--- config.mk ---
export PLATFORM = sky130hd
export DESIGN_NAME = i2c_mem_slave
export DESIGN_NICKNAME = d
export VERILOG_FILES = /design/src/rtl/i2cmem_pkg.sv /design/src/rtl/i2cmem_scl_edges.sv /design/src/rtl/i2cmem_word_ptr.sv /design/src/rtl/i2cmem_fsm.sv /design/src/rtl/i2c_mem_slave.sv
export SDC_FILE = /design/constraint.sdc
export NUM_CORES = 1
export LEC_CHECK = 0
export BUFFER_PORTS_ARGS = -buffer_cell sky130_fd_sc_hd__buf_2
export CORE_MARGIN = 1.5
export CORE_UTILIZATION = 45
export CTS_CLUSTER_SIZE = 12
export DETAILED_ROUTE_END_ITERATION = 12
export PLACE_DENSITY = 0.66
export SKIP_CTS_REPAIR_TIMING = 1
export SKIP_LAST_GASP = 1
export SYNTH_ARGS = -nofsm -noshare
export SYNTH_HDL_FRONTEND = slang
export SYNTH_HIERARCHICAL = 1
export SYNTH_SLANG_ARGS = --single-unit
--- constraint.sdc ---
create_clock -name clk -period 6.7 [get_ports clk]
set_input_delay 0.335 -clock clk [delete_from_list [all_inputs] [get_ports clk]]
set_output_delay 0.335 -clock clk [all_outputs]
set_load 0.01 [all_outputs]
--- src/rtl/i2cmem_pkg.sv ---
package i2cmem_pkg;

    localparam int BYTE_W = 8;
    localparam logic [3:0] DEV_CODE = 4'b1010;

    typedef enum logic [3:0] {
        ST_IDLE,
        ST_ADDR,
        ST_AACK,
        ST_WADR,
        ST_WACK,
        ST_WDAT,
        ST_DACK,
        ST_RDAT,
        ST_RACK,
        ST_WSTOP
    } eng_state_t;

endpackage

--- src/rtl/i2cmem_scl_edges.sv ---
module i2cmem_scl_edges (
    input  logic clk,
    input  logic rst_n,
    input  logic scl_lvl,
    output logic scl_rise,
    output logic scl_fall
);
    logic scl_d;

    // Reset to 1: the bus idles high, so no false edge appears out of reset.
    always_ff @(posedge clk or negedge rst_n) begin
        if (!rst_n) scl_d <= 1'b1;
        else        scl_d <= scl_lvl;
    end

    assign scl_rise = scl_lvl & ~scl_d;
    assign scl_fall = ~scl_lvl & scl_d;

endmodule

--- src/rtl/i2cmem_word_ptr.sv ---
module i2cmem_word_ptr #(
    parameter int AW = 11
) (
    input  logic          clk,
    input  logic          rst_n,
    input  logic          load,
    input  logic [AW-1:0] load_val,
    input  logic          inc,
    output logic [AW-1:0] ptr
);
    logic [AW-1:0] ptr_q;

    always_ff @(posedge clk or negedge rst_n) begin
        if (!rst_n)    ptr_q <= '0;
        else if (load) ptr_q <= load_val;
        else if (inc)  ptr_q <= ptr_q + AW'(1);
    end

    assign ptr = ptr_q;


    ptr_wrap_chk: assert property (@(posedge clk) disable iff (!rst_n)
        ($past(inc) && !$past(load) && ($past(ptr_q) == {AW{1'b1}})) |-> (ptr_q == '0));

endmodule

--- src/rtl/i2cmem_fsm.sv ---
module i2cmem_fsm
    import i2cmem_pkg::*;
#(
    parameter int AW = 11
) (
    input  logic              clk,
    input  logic              rst_n,
    input  logic              scl_lvl,
    input  logic              scl_rise,
    input  logic              scl_fall,
    input  logic              sda_in,
    input  logic              start_stb,
    input  logic              stop_stb,
    input  logic              busy,
    input  logic [AW-1:0]     ptr,
    input  logic [BYTE_W-1:0] mem_rdata,
    output logic              ptr_load,
    output logic [AW-1:0]     ptr_load_val,
    output logic              ptr_inc,
    output logic              sda_oe,
    output logic              wr_en,
    output logic [AW-1:0]     wr_addr,
    output logic [BYTE_W-1:0] wr_data,
    output logic              commit_req
);
    localparam int BLK_W = AW - BYTE_W;

    eng_state_t        st_q, st_n;
    logic [3:0]        cnt_q, cnt_n;
    logic [BYTE_W-1:0] sh_q, sh_n;
    logic [BLK_W-1:0]  blk_q, blk_n;
    logic              rw_q, rw_n;
    logic              mack_q, mack_n;
    logic              hw_q, hw_n;
    logic              wr_en_n, commit_n;
    logic [BYTE_W-1:0] byte_in;

    assign byte_in = {sh_q[BYTE_W-2:0], sda_in};

    // Next-state and datapath
    always_comb begin
        st_n         = st_q;
        cnt_n        = cnt_q;
        sh_n         = sh_q;
        blk_n        = blk_q;
        rw_n         = rw_q;
        mack_n       = mack_q;
        hw_n         = hw_q;
        ptr_load     = 1'b0;
        ptr_load_val = '0;
        ptr_inc      = 1'b0;
        wr_en_n      = 1'b0;
        commit_n     = 1'b0;
        if (start_stb) begin
            st_n  = ST_ADDR;
            cnt_n = 4'd0;
        end else if (stop_stb) begin
            st_n     = ST_IDLE;
            cnt_n    = 4'd0;
            commit_n = hw_q;
            hw_n     = 1'b0;
        end else begin
            unique case (st_q)
                ST_IDLE, ST_WSTOP: begin
                end
                ST_ADDR: begin
                    if (scl_rise) begin
                        sh_n = byte_in;
                        if (cnt_q == 4'd7) begin
                            cnt_n = 4'd0;
                            if (byte_in[7:4] == DEV_CODE && !busy) begin
                                st_n  = ST_AACK;
                                rw_n  = byte_in[0];
                                blk_n = byte_in[BLK_W:1];
                            end else begin
                                st_n = ST_WSTOP;
                            end
                        end else begin
                            cnt_n = cnt_q + 4'd1;
                        end
                    end
                end
                ST_WADR, ST_WDAT: begin
                    if (scl_rise) begin
                        sh_n = byte_in;
                        if (cnt_q == 4'd7) begin
                            cnt_n = 4'd0;
                            if (st_q == ST_WADR) begin
                                st_n         = ST_WACK;
                                ptr_load     = 1'b1;
                                ptr_load_val = {blk_q, byte_in};
                            end else begin
                                st_n    = ST_DACK;
                                wr_en_n = 1'b1;
                                ptr_inc = 1'b1;
                                hw_n    = 1'b1;
                            end
                        end else begin
                            cnt_n = cnt_q + 4'd1;
                        end
                    end
                end
                ST_AACK, ST_WACK, ST_DACK: begin
                    // cnt: 0 = before drive, 1 = driving low, 2 = ninth clock sampled
                    if (scl_fall && cnt_q == 4'd0) begin
                        cnt_n = 4'd1;
                    end else if (scl_rise && cnt_q == 4'd1) begin
                        cnt_n = 4'd2;
                    end else if (scl_fall && cnt_q == 4'd2) begin
                        cnt_n = 4'd0;
                        if (st_q == ST_AACK && rw_q) begin
                            st_n    = ST_RDAT;
                            sh_n    = mem_rdata;
                            ptr_inc = 1'b1;
                        end else if (st_q == ST_AACK) begin
                            st_n = ST_WADR;
                        end else begin
                            st_n = ST_WDAT;
                        end
                    end
                end
                ST_RDAT: begin
                    if (scl_rise) begin
                        cnt_n = cnt_q + 4'd1;
                    end else if (scl_fall) begin
                        if (cnt_q == 4'd8) begin
                            st_n  = ST_RACK;
                            cnt_n = 4'd0;
                        end else begin
                            sh_n = {sh_q[BYTE_W-2:0], 1'b0};
                        end
                    end
                end
                ST_RACK: begin
                    if (scl_rise) begin
                        mack_n = ~sda_in;
                        cnt_n  = 4'd1;
                    end else if (scl_fall && cnt_q == 4'd1) begin
                        cnt_n = 4'd0;
                        if (mack_q) begin
                            st_n    = ST_RDAT;
                            sh_n    = mem_rdata;
                            ptr_inc = 1'b1;
                        end else begin
                            st_n = ST_WSTOP;
                        end
                    end
                end
                default: st_n = ST_IDLE;
            endcase
        end
    end

    // State register
    always_ff @(posedge clk or negedge rst_n) begin
        if (!rst_n) begin
            st_q       <= ST_IDLE;
            cnt_q      <= 4'd0;
            sh_q       <= '0;
            blk_q      <= '0;
            rw_q       <= 1'b0;
            mack_q     <= 1'b0;
            hw_q       <= 1'b0;
            wr_en      <= 1'b0;
            wr_addr    <= '0;
            wr_data    <= '0;
            commit_req <= 1'b0;
        end else begin
            st_q       <= st_n;
            cnt_q      <= cnt_n;
            sh_q       <= sh_n;
            blk_q      <= blk_n;
            rw_q       <= rw_n;
            mack_q     <= mack_n;
            hw_q       <= hw_n;
            wr_en      <= wr_en_n;
            commit_req <= commit_n;
            if (wr_en_n) begin
                wr_addr <= ptr;
                wr_data <= byte_in;
            end
        end
    end

    // Outputs
    always_comb begin
        unique case (st_q)
            ST_AACK, ST_WACK, ST_DACK: sda_oe = (cnt_q != 4'd0);
            ST_RDAT:                   sda_oe = ~sh_q[BYTE_W-1];
            default:                   sda_oe = 1'b0;
        endcase
    end


    sda_low_phase_chk: assert property (@(posedge clk) disable iff (!rst_n)
        ((sda_oe != $past(sda_oe)) && !$past(start_stb) && !$past(stop_stb)) |-> !$past(scl_lvl));


    busy_noack_chk: assert property (@(posedge clk) disable iff (!rst_n)
        ((st_q == ST_AACK) && ($past(st_q) != ST_AACK)) |-> !$past(busy));


    wr_from_data_chk: assert property (@(posedge clk) disable iff (!rst_n)
        wr_en |-> ($past(st_q) == ST_WDAT));


    commit_on_stop_chk: assert property (@(posedge clk) disable iff (!rst_n)
        commit_req |-> $past(stop_stb));


    commit_single_chk: assert property (@(posedge clk) disable iff (!rst_n)
        commit_req |=> !commit_req);

endmodule

--- src/rtl/i2c_mem_slave.sv ---
module i2c_mem_slave
    import i2cmem_pkg::*;
#(
    parameter int ADDR_W = 11
) (
    input  logic              clk,
    input  logic              rst_n,
    input  logic              scl_in,
    input  logic              sda_in,
    input  logic              start_det,
    input  logic              stop_det,
    input  logic              commit_busy,
    input  logic [BYTE_W-1:0] mem_rdata,
    output logic              sda_oe,
    output logic [ADDR_W-1:0] mem_addr,
    output logic              wr_en,
    output logic [ADDR_W-1:0] wr_addr,
    output logic [BYTE_W-1:0] wr_data,
    output logic              commit_req
);
    logic              scl_rise, scl_fall;
    logic              ptr_load, ptr_inc;
    logic [ADDR_W-1:0] ptr_load_val, ptr;

    i2cmem_scl_edges u_edges (
        .clk      (clk),
        .rst_n    (rst_n),
        .scl_lvl  (scl_in),
        .scl_rise (scl_rise),
        .scl_fall (scl_fall)
    );

    i2cmem_word_ptr #(.AW(ADDR_W)) u_ptr (
        .clk      (clk),
        .rst_n    (rst_n),
        .load     (ptr_load),
        .load_val (ptr_load_val),
        .inc      (ptr_inc),
        .ptr      (ptr)
    );

    i2cmem_fsm #(.AW(ADDR_W)) u_fsm (
        .clk          (clk),
        .rst_n        (rst_n),
        .scl_lvl      (scl_in),
        .scl_rise     (scl_rise),
        .scl_fall     (scl_fall),
        .sda_in       (sda_in),
        .start_stb    (start_det),
        .stop_stb     (stop_det),
        .busy         (commit_busy),
        .ptr          (ptr),
        .mem_rdata    (mem_rdata),
        .ptr_load     (ptr_load),
        .ptr_load_val (ptr_load_val),
        .ptr_inc      (ptr_inc),
        .sda_oe       (sda_oe),
        .wr_en        (wr_en),
        .wr_addr      (wr_addr),
        .wr_data      (wr_data),
        .commit_req   (commit_req)
    );

    assign mem_addr = ptr;

endmodule

# After elaboration in Yosys (flattened, before gate mapping)
# Cells that the tools add are included.
# totals
output_inout_bits	33
wordCells	176
reg_bits	55
in_bits	15
# op_classes
reduce_logical	26
n_eq_ne	44
addsub	2
bitwise	8
n_mux	83
# op_table
operator	n
2-to-1 mux 4 bit	29
2-to-1 mux 11 bit	8
2-to-1 mux 8 bit	11
inequality test 4 x 3 -> 1 bit (second input constant)	8
one-hot mux 8 bit (4 select lines)	1
2-to-1 mux 1 bit	28
one-hot mux 4 bit (6 select lines)	1
== test 4 x 3 -> 1 bit (second input constant)	5
== test 4 bit (second input constant)	4
inequality test 4 bit (second input constant)	4
one-hot mux 4 bit (4 select lines)	1
inequality test 5 x 3 -> 1 bit (second input constant)	3
AND reduction 14 bit	1
AND reduction 13 bit	1
== test 4 x 2 -> 1 bit (second input constant)	3
inequality test 2 x 1 -> 1 bit (second input constant)	6
inequality test 2 bit (second input constant)	6
AND reduction 6 bit	2
adder 11 x 1 -> 11 bit (second input constant)	1
== test 4 x 1 -> 1 bit (second input constant)	2
logical NOT 4 bit	2
nonzero test 2 bit	4
nonzero test 4 bit	2
logical AND 1 bit	6
other kinds (16)	24

# Logic depth before layout (Yosys ltp)
# Gate-level depths: netlist of run 1.
# logic_depth
ltp_word	11
ltp_mapped	11
depth_no_buf	10

# Modules after synthesis
# The synthesis of run 1 kept the hierarchy.
# modules_own_cells
module	area_each_um2	seq_area_each_um2	cells_per_inst	n_inst
i2cmem_fsm	2442.3	1076.0	277	1
i2cmem_word_ptr	626.9	275.3	67	1
i2cmem_scl_edges	41.3	26.3	3	1

# Worst setup path before layout of run 1
# Ideal clock, no wire load.
# synth_timing
path_type	register -> register
start	register u_edges.scl_d
end	register u_ptr.ptr_q[7] (netlist: u_ptr/ptr[7])
setup_time_ps	126
arrival_time_ps	2443
slack_ps	4130
stages_incl_launch_ff	11
cell_sequence	dfstp_2 -> and2b_2 -> nor3b_1 -> nand4b_1 -> nor2_1 -> nor2_1 -> a221oi_1 -> buf_4 -> nand4_2 -> o311a_1 -> a221o_1
# synth_between
elab_chain_len	9
# synth_lines
element	line	source
from (decl)	i2cmem_scl_edges.sv:8	logic scl_d;
from (signal assigned)	i2cmem_scl_edges.sv:13	else scl_d <= scl_lvl;
AND 1 bit *	i2cmem_scl_edges.sv:17	assign scl_fall = ~scl_lvl & scl_d;
named net scl_fall	i2c_mem_slave.sv:21	logic scl_rise, scl_fall;
logical AND 1 bit	i2cmem_fsm.sv:109	end else if (scl_fall && cnt_q == 4'd2) begin
2-to-1 mux 1 bit	i2cmem_fsm.sv:109	
2-to-1 mux 1 bit	i2cmem_fsm.sv:107	end else if (scl_rise && cnt_q == 4'd1) begin
2-to-1 mux 1 bit	i2cmem_fsm.sv:105	if (scl_fall && cnt_q == 4'd0) begin
one-hot mux 1 bit (3 select lines) *	i2cmem_fsm.sv:63	unique case (st_q)
2-to-1 mux 1 bit *	i2cmem_fsm.sv:57	end else if (stop_stb) begin
2-to-1 mux 1 bit *	i2cmem_fsm.sv:54	if (start_stb) begin
named net ptr_inc	i2c_mem_slave.sv:22	logic ptr_load, ptr_inc;
nonzero test 2 bit (no source line) *	--	
to (signal assigned)	i2cmem_word_ptr.sv:15	else if (load) ptr_q <= load_val;
to (signal assigned)	i2cmem_word_ptr.sv:16	else if (inc) ptr_q <= ptr_q + AW'(1);
to (decl)	i2cmem_word_ptr.sv:11	logic [AW-1:0] ptr_q;
# The timed path passes the listed nets; every way through them passes the cells marked *.
# A chain may end at the register's enable or synchronous reset.

# Worst setup path in the final report of run 1
# layout_timing
start	register u_fsm.st_q[3]
end	register u_ptr.ptr_q[10] (netlist: u_ptr/ptr[10])
# layout_between
elab_chain_len	10
# layout_lines
element	line	source
from (decl)	i2cmem_fsm.sv:28	eng_state_t st_q, st_n;
from (signal assigned)	i2cmem_fsm.sv:169	st_q <= st_n;
== test 4 x 2 -> 1 bit	i2cmem_fsm.sv:63, i2cmem_fsm.sv:111	
logical AND 1 bit	i2cmem_fsm.sv:111	if (st_q == ST_AACK && rw_q) begin
2-to-1 mux 1 bit	i2cmem_fsm.sv:111	
2-to-1 mux 1 bit	i2cmem_fsm.sv:109	
2-to-1 mux 1 bit	i2cmem_fsm.sv:107	
2-to-1 mux 1 bit	i2cmem_fsm.sv:105	
one-hot mux 1 bit (3 select lines) *	i2cmem_fsm.sv:63	
2-to-1 mux 1 bit *	i2cmem_fsm.sv:57	
2-to-1 mux 1 bit *	i2cmem_fsm.sv:54	
named net ptr_inc	i2c_mem_slave.sv:22	
nonzero test 2 bit (no source line) *	--	
# Marked as above.

==> results of run 1 <==
==> stage by stage <==
step | power (W) | hold slack (ps) | instances
finish | 0.000656 | 135 | 467
global route | 0.000694 | 121 | 467
floorplan | 0.000441 | 39.4 | 347
global placement | 0.000472 | 453 | 459
CTS | 0.000664 | 127 | 467
detailed placement | 0.000475 | 457 | 459
==> synthesized netlist by cell type (3+ instances only) <==
cell type	instances
clkbuf_1	8
mux2i_1	8
or4_1	4
buf_2	5
nand4b_1	5
o21ai_0	16
mux2_2	3
nand2_1	87
buf_1	3
o211ai_1	4
nand3_1	7
dfrtp_1	54
nor3_1	5
nor2_1	20
inv_1	9
a21oi_1	8
ha_1	5
o21ai_1	12
o31ai_1	3
xor2_1	4
and2_1	11
nor2b_1	7
nand3b_1	3
nand4_1	4
a31oi_1	3
==> cell families after synthesis <==
| kind of cell | share of synthesized area |
|---|---|
| buffers and inverters | 0.0346 |
| flip-flops | 0.443 |
| AO/OA/AOI/OAI | 0.158 |
| multiplexers | 0.0366 |
| AND/OR/NAND/NOR | 0.294 |
| XOR/XNOR | 0.0141 |
| adder cells (fa/ha/maj) | 0.0201 |
==> metal layers <==
metal / up-vias / wire, µm / global-route usage
met2: 69 / 3090 / 0.283
met5: - / 0 / 0
met1: 1198 / 3680 / 0.319
met3: 7 / 308 / 0.0289
met4: 0 / 67 / 0.0528
li1: 1294 / - / -
==> state kept, by name (all words and copies together) (netlist names) <==
register          cells
u_edges/scl_d         1
u_fsm/blk_q           3
u_fsm/cnt_q           4
u_fsm/commit_req      1
u_fsm/hw_q            1
u_fsm/mack_q          1
u_fsm/rw_q            1
u_fsm/sh_q            8
u_fsm/st_q            4
u_fsm/wr_addr        11
u_fsm/wr_data         8
u_fsm/wr_en           1
u_ptr/ptr            11
==> final cells by class <==
type | count | area, µm²
clock inverter | 2 | 16.3
fill | 671 | 3280
inverter | 9 | 33.8
tap | 80 | 100
timing repair buffer | 49 | 250
multi-input combinational | 266 | 1630
clock buffer | 6 | 72.6
sequential | 55 | 1380
==> path summary, 6_finish.rpt <==
path / end / startpoint / slack [ps] / cells past startpoint
setup / recovery: u_ptr/ptr[10] / u_fsm/st_q[3] / 3220 / 7
hold / removal: u_edges/scl_d / scl_in / 130 / 1
setup reg to reg: u_ptr/ptr[10] / u_fsm/st_q[3] / 3220 / 7
hold reg to reg: u_fsm/wr_addr[2] / u_fsm/wr_addr[2] / 470 / 2
max in group asynchronous: u_fsm/mack_q / rst_n / 6090 / 2
min in group asynchronous: u_fsm/wr_addr[10] / rst_n / 150 / 2
==> layout by cell type (no fill, tap or decap), types with 3 or more instances in the layout <==
cell type  count
nand2_1       87
dfrtp_1       54
buf_2         47
nor2_1        20
o21ai_0       16
o21ai_1       12
and2_1        11
inv_1          9
a21oi_1        8
mux2i_1        8
nor2b_1        7
nand3_1        7
clkbuf_8       5
nand4b_1       5
nor3_1         5
ha_1           5
nand4_1        4
xor2_1         4
o211ai_1       4
or4_1          4
mux2_2         3
nand3b_1       3
a31oi_1        3
o31ai_1        3
==> power by group <==
| part | internal (W) | switching, W | total (W) |
|---|---|---|---|
| sequential | 0.000351 | 0.0000317 | 0.000383 |
| clock | 0.0000754 | 0.000113 | 0.000188 |
| combinational | 0.0000361 | 0.0000490 | 0.0000852 |
==> out/qor.yml, run 1 <==
firstDrtPassIters: 4
antenna_left: 0
cts_max_path_buffers: 2
drive_gt1_frac: 0.199
irDropWorstVdd_v: 0.0000938
netlist_instances: 347
startpoint_type: "register"
cts.clk_slew.worst_paths_ps: 100
skew_ps: 10.1
finalSetupTns_ps: 0
tightest_slew_ps: 1010
numCtsBuffers: 5
place_congestion: 0.878
die_width_um: 86.1
cp.arrival_ps: 3720
area_delta_synth_final_pct: 11.7
max_stage_delay_ps: 780
cp_max_fo: 21
fmax_mhz: 287
synth.net_count: 367
wirelength_um: 7150
dp_hpwl_um: 5070
dieArea_um2: 7420
slew_headroom: 0.325
crit_chain: "or4b_1 -> nor2_1 -> nor2_1 -> a221oi_1 -> nand3_1 -> or4_1 -> a31oi_1"
diodes: 0
slowest_stage: "dfrtp_1"
worst-path-buf-inv: 0
synth_area_leaders: "dfrtp_1 (43%), nand2_1 (10%), mux2i_1 (2.6%), o21ai_0 (2.6%), nor2_1 (2.4%)"
hold_path.class: "in -> reg"
crit_top_cell: "nor2_1"
start_util: 0.460
post_drt_wl_per_cell_um: 15.3
synth-main-ff-cell: "dfrtp_1"
yosys.area.top_type: "dfrtp_1"
crit_path_end_kind: "register"
slew_viol_final: 0
grt_pass1_wl_um: 11700
synth_area_um2: 3110
period_share: 0.519
cts_tree: "done"
grt_usage: 0.200
dpl_cell_area_um2: 3390
status: "finished clean"
cap_violations: 0
synth-edff-count: 0
port_buffers: 47
finalSetupViolCount: 0
pwr_density_cell_nw_per_um2: 189
finalInstanceArea_um2: 3480
htreeDepth: 2
timing.final.crit_period_ps: 3480
crit_required_ps: 6940
cts-root-buf: "clkbuf_8"
fp.dieH_um: 86.1
clock_latency_ps: 310
rsz0062_at_grt: "false"
yosys_warnings: 6
vias: 2568
final-hold-violation-count: 0
path_delay_family: "simple AND/OR/NAND/NOR gates"
yosys.area.top_type_share: 0.434
synthArstFlopShare: 1.00
dr.first_iter.drc_count: 221
io_pins: 48
vias_per_cell: 5.50
cts_sinks: 55
grt_max_degree: 56
pre_cts_slack_ps: 3230
final_util: 0.514
drc: 0
antenna_found_initial: 0
worst_slack_ps: 3220
grt_pass1_vias: 2269
synth-seq-cells: 55
yosysUniqueCellTypes: 62
coreArea_um2: 6760
path_class: "reg -> reg"
final_nets: 406
num_rows: 30
synth-seq-area-share: 0.443
leakagePower_nw: 1.68
gr-total-overflow: 0
syn_area_per_cell_um2: 8.96
No activity file was read; power rests on OpenSTA's default activity.
==> run 2, diff against run 1 <==
- PLACE_DENSITY: 0.66 -> 0.68
- clock period: 6.7 -> 3 ns (I/O delays scaled with it)
==> run 2 against run 1 <==
  * The run now ends with hold timing left
  * First-iteration DRC count grew 6.8%
  * Combinational power grew to 2.5 times the previous value
  * Worst hold slack lost 150 ps
  * Global-route usage grew 0.71 points
==> out/qor.yml, run 2 (same netlist as run 1, synthesis figures left out) <==
skew_ps: 8.58
worst-path-buf-inv: 1
leakagePower_nw: 1.74
vias: 2707
r2r-end: "u_ptr/ptr[7]"
antenna_left: 0
area_delta_synth_final_pct: 15.3
cap_violations: 0
diodes: 0
hold_path.class: "in -> async"
dp.cells: 469
dieArea_um2: 7420
rsz0062_at_grt: "false"
place_congestion: 0.967
slew_viol_final: 0
power.clock.fraction: 0.292
wirelength_um: 7430
firstDrtPassIters: 5
rr_worst_depth: 8
r2r-start: "u_fsm/cnt_q[0]"
tightest_slew_ps: 993
gr-total-overflow: 0
clock_latency_ps: 320
cts_sinks: 55
final_cell_mix: "nand2_1 (87), dfrtp_1 (54), buf_2 (47), nor2_1 (20), o21ai_0 (16)"
max_stage_delay_ps: 470
period_share: 0.918
io_pins: 48
grt_pass1_wl_um: 12200
final_nets: 417
crit_path_end_kind: "register"
start_util: 0.460
final_common_cell: "nand2_1"
irDropWorstVdd_v: 0.000213
n_fill_cell: 667
status: "finished, violations left"
fmax_mhz: 363
worst_slack_ps: 245
coreArea_um2: 6760
finalSetupViolCount: 0
antenna_found_initial: 0
drive_gt1_frac: 0.226
dp_hpwl_um: 5280
pwr-share-comb: 0.145
ff2ff_setup_slack_ps: 240
slowest_stage: "dfrtp_1"
finalInstanceArea_um2: 3590
drc: 0
crit_chain: "ha_1 -> and4b_1 -> nand4b_1 -> a221oi_2 -> buf_4 -> nand4_2 -> o311a_1 -> a221o_1"
cp.arrival_ps: 2960
port_buffers: 47
vias_per_cell: 5.66
path_class: "reg -> reg"
violations: "hold timing"
cts_max_path_buffers: 2
post_drt_wl_per_cell_um: 15.5
die_width_um: 86.1
p_int_w: 0.00105
grt_pass1_vias: 2434
cts_tree: "done"
pwr_density_cell_nw_per_um2: 418
grt_max_degree: 47
swShare: 0.301
numCtsBuffers: 5
cp_max_fo: 7
pre_cts_slack_ps: 149
seqPwrFrac: 0.563
grt_usage: 0.208
crit_required_ps: 3210
hold_slack_ps: -14.6
fp.dieH_um: 86.1
timing.final.crit_period_ps: 2760
htreeDepth: 2
cts.clk_slew.worst_paths_ps: 110
startpoint_type: "register"
cts-root-buf: "clkbuf_8"
dpl_cell_area_um2: 3460
num_rows: 30
finalSetupTns_ps: 0
finalNonFillerCells: 478
final-hold-violation-count: 19
switching_power_w: 0.000451
path_delay_family: "compound AO/OA/AOI/OAI gates"
dr.first_iter.drc_count: 236
slew_headroom: 0.338
[run 2: cell types whose count changed in the layout (fill, tap and decap cells not counted), sizes merged]
cell,before,now
buf,49,59
clkinv,0,1
dlygate4sd3,0,1
clkbuf,6,5
[run 2: stage by stage]
stage,utilization,power (W)
2_1_floorplan,-,0.000984
3_3_place_gp,0.512,0.00106
3_5_place_dp,0.512,0.00107
4_1_cts,0.527,0.00150
5_1_grt,0.531,0.00158
6_report,0.531,0.00150
[run 2: final cells by class]
cell class	instances	area, µm²	area share
Clock buffer	5	68.8	0.0192
Sequential cell	55	1380	0.384
Clock inverter	3	27.5	0.00768
Multi-Input combinational cell	266	1640	0.458
Inverter	9	33.8	0.00942
Tap cell	80	100	0.0279
Timing Repair Buffer	60	335	0.0935
[run 2: how the worst max path moves through the flow]
stage                        end  slack (ps)            from  cells after the start
floorplan           u_ptr/ptr[7]         430   u_edges/scl_d                     10
global placement    u_ptr/ptr[7]         280   u_edges/scl_d                     10
detailed placement  u_ptr/ptr[7]         150   u_edges/scl_d                     10
CTS                 u_ptr/ptr[7]          90   u_edges/scl_d                     10
global route        u_ptr/ptr[7]          40          scl_in                     12
finish              u_ptr/ptr[7]         240  u_fsm/cnt_q[0]                      8
[run 2: per-layer routing]
metal	share of wire	vias up	global-route usage	wire length, µm
met5	0	-	0	0
met4	0.011	0	0.0557	85
met3	0.064	10	0.0327	476
met2	0.44	95	0.307	3300
met1	0.48	1279	0.316	3570
li1	-	1323	-	-
[run 2: power groups by stage]
stage	Clock, W	Combinational (W)	Sequential [W]
2_1_floorplan	0	0.000150	0.000834
3_3_place_gp	0	0.000209	0.000853
3_5_place_dp	0	0.000215	0.000856
4_1_cts	0.000448	0.000216	0.000842
5_1_grt	0.000479	0.000248	0.000850
6_report	0.000437	0.000217	0.000842
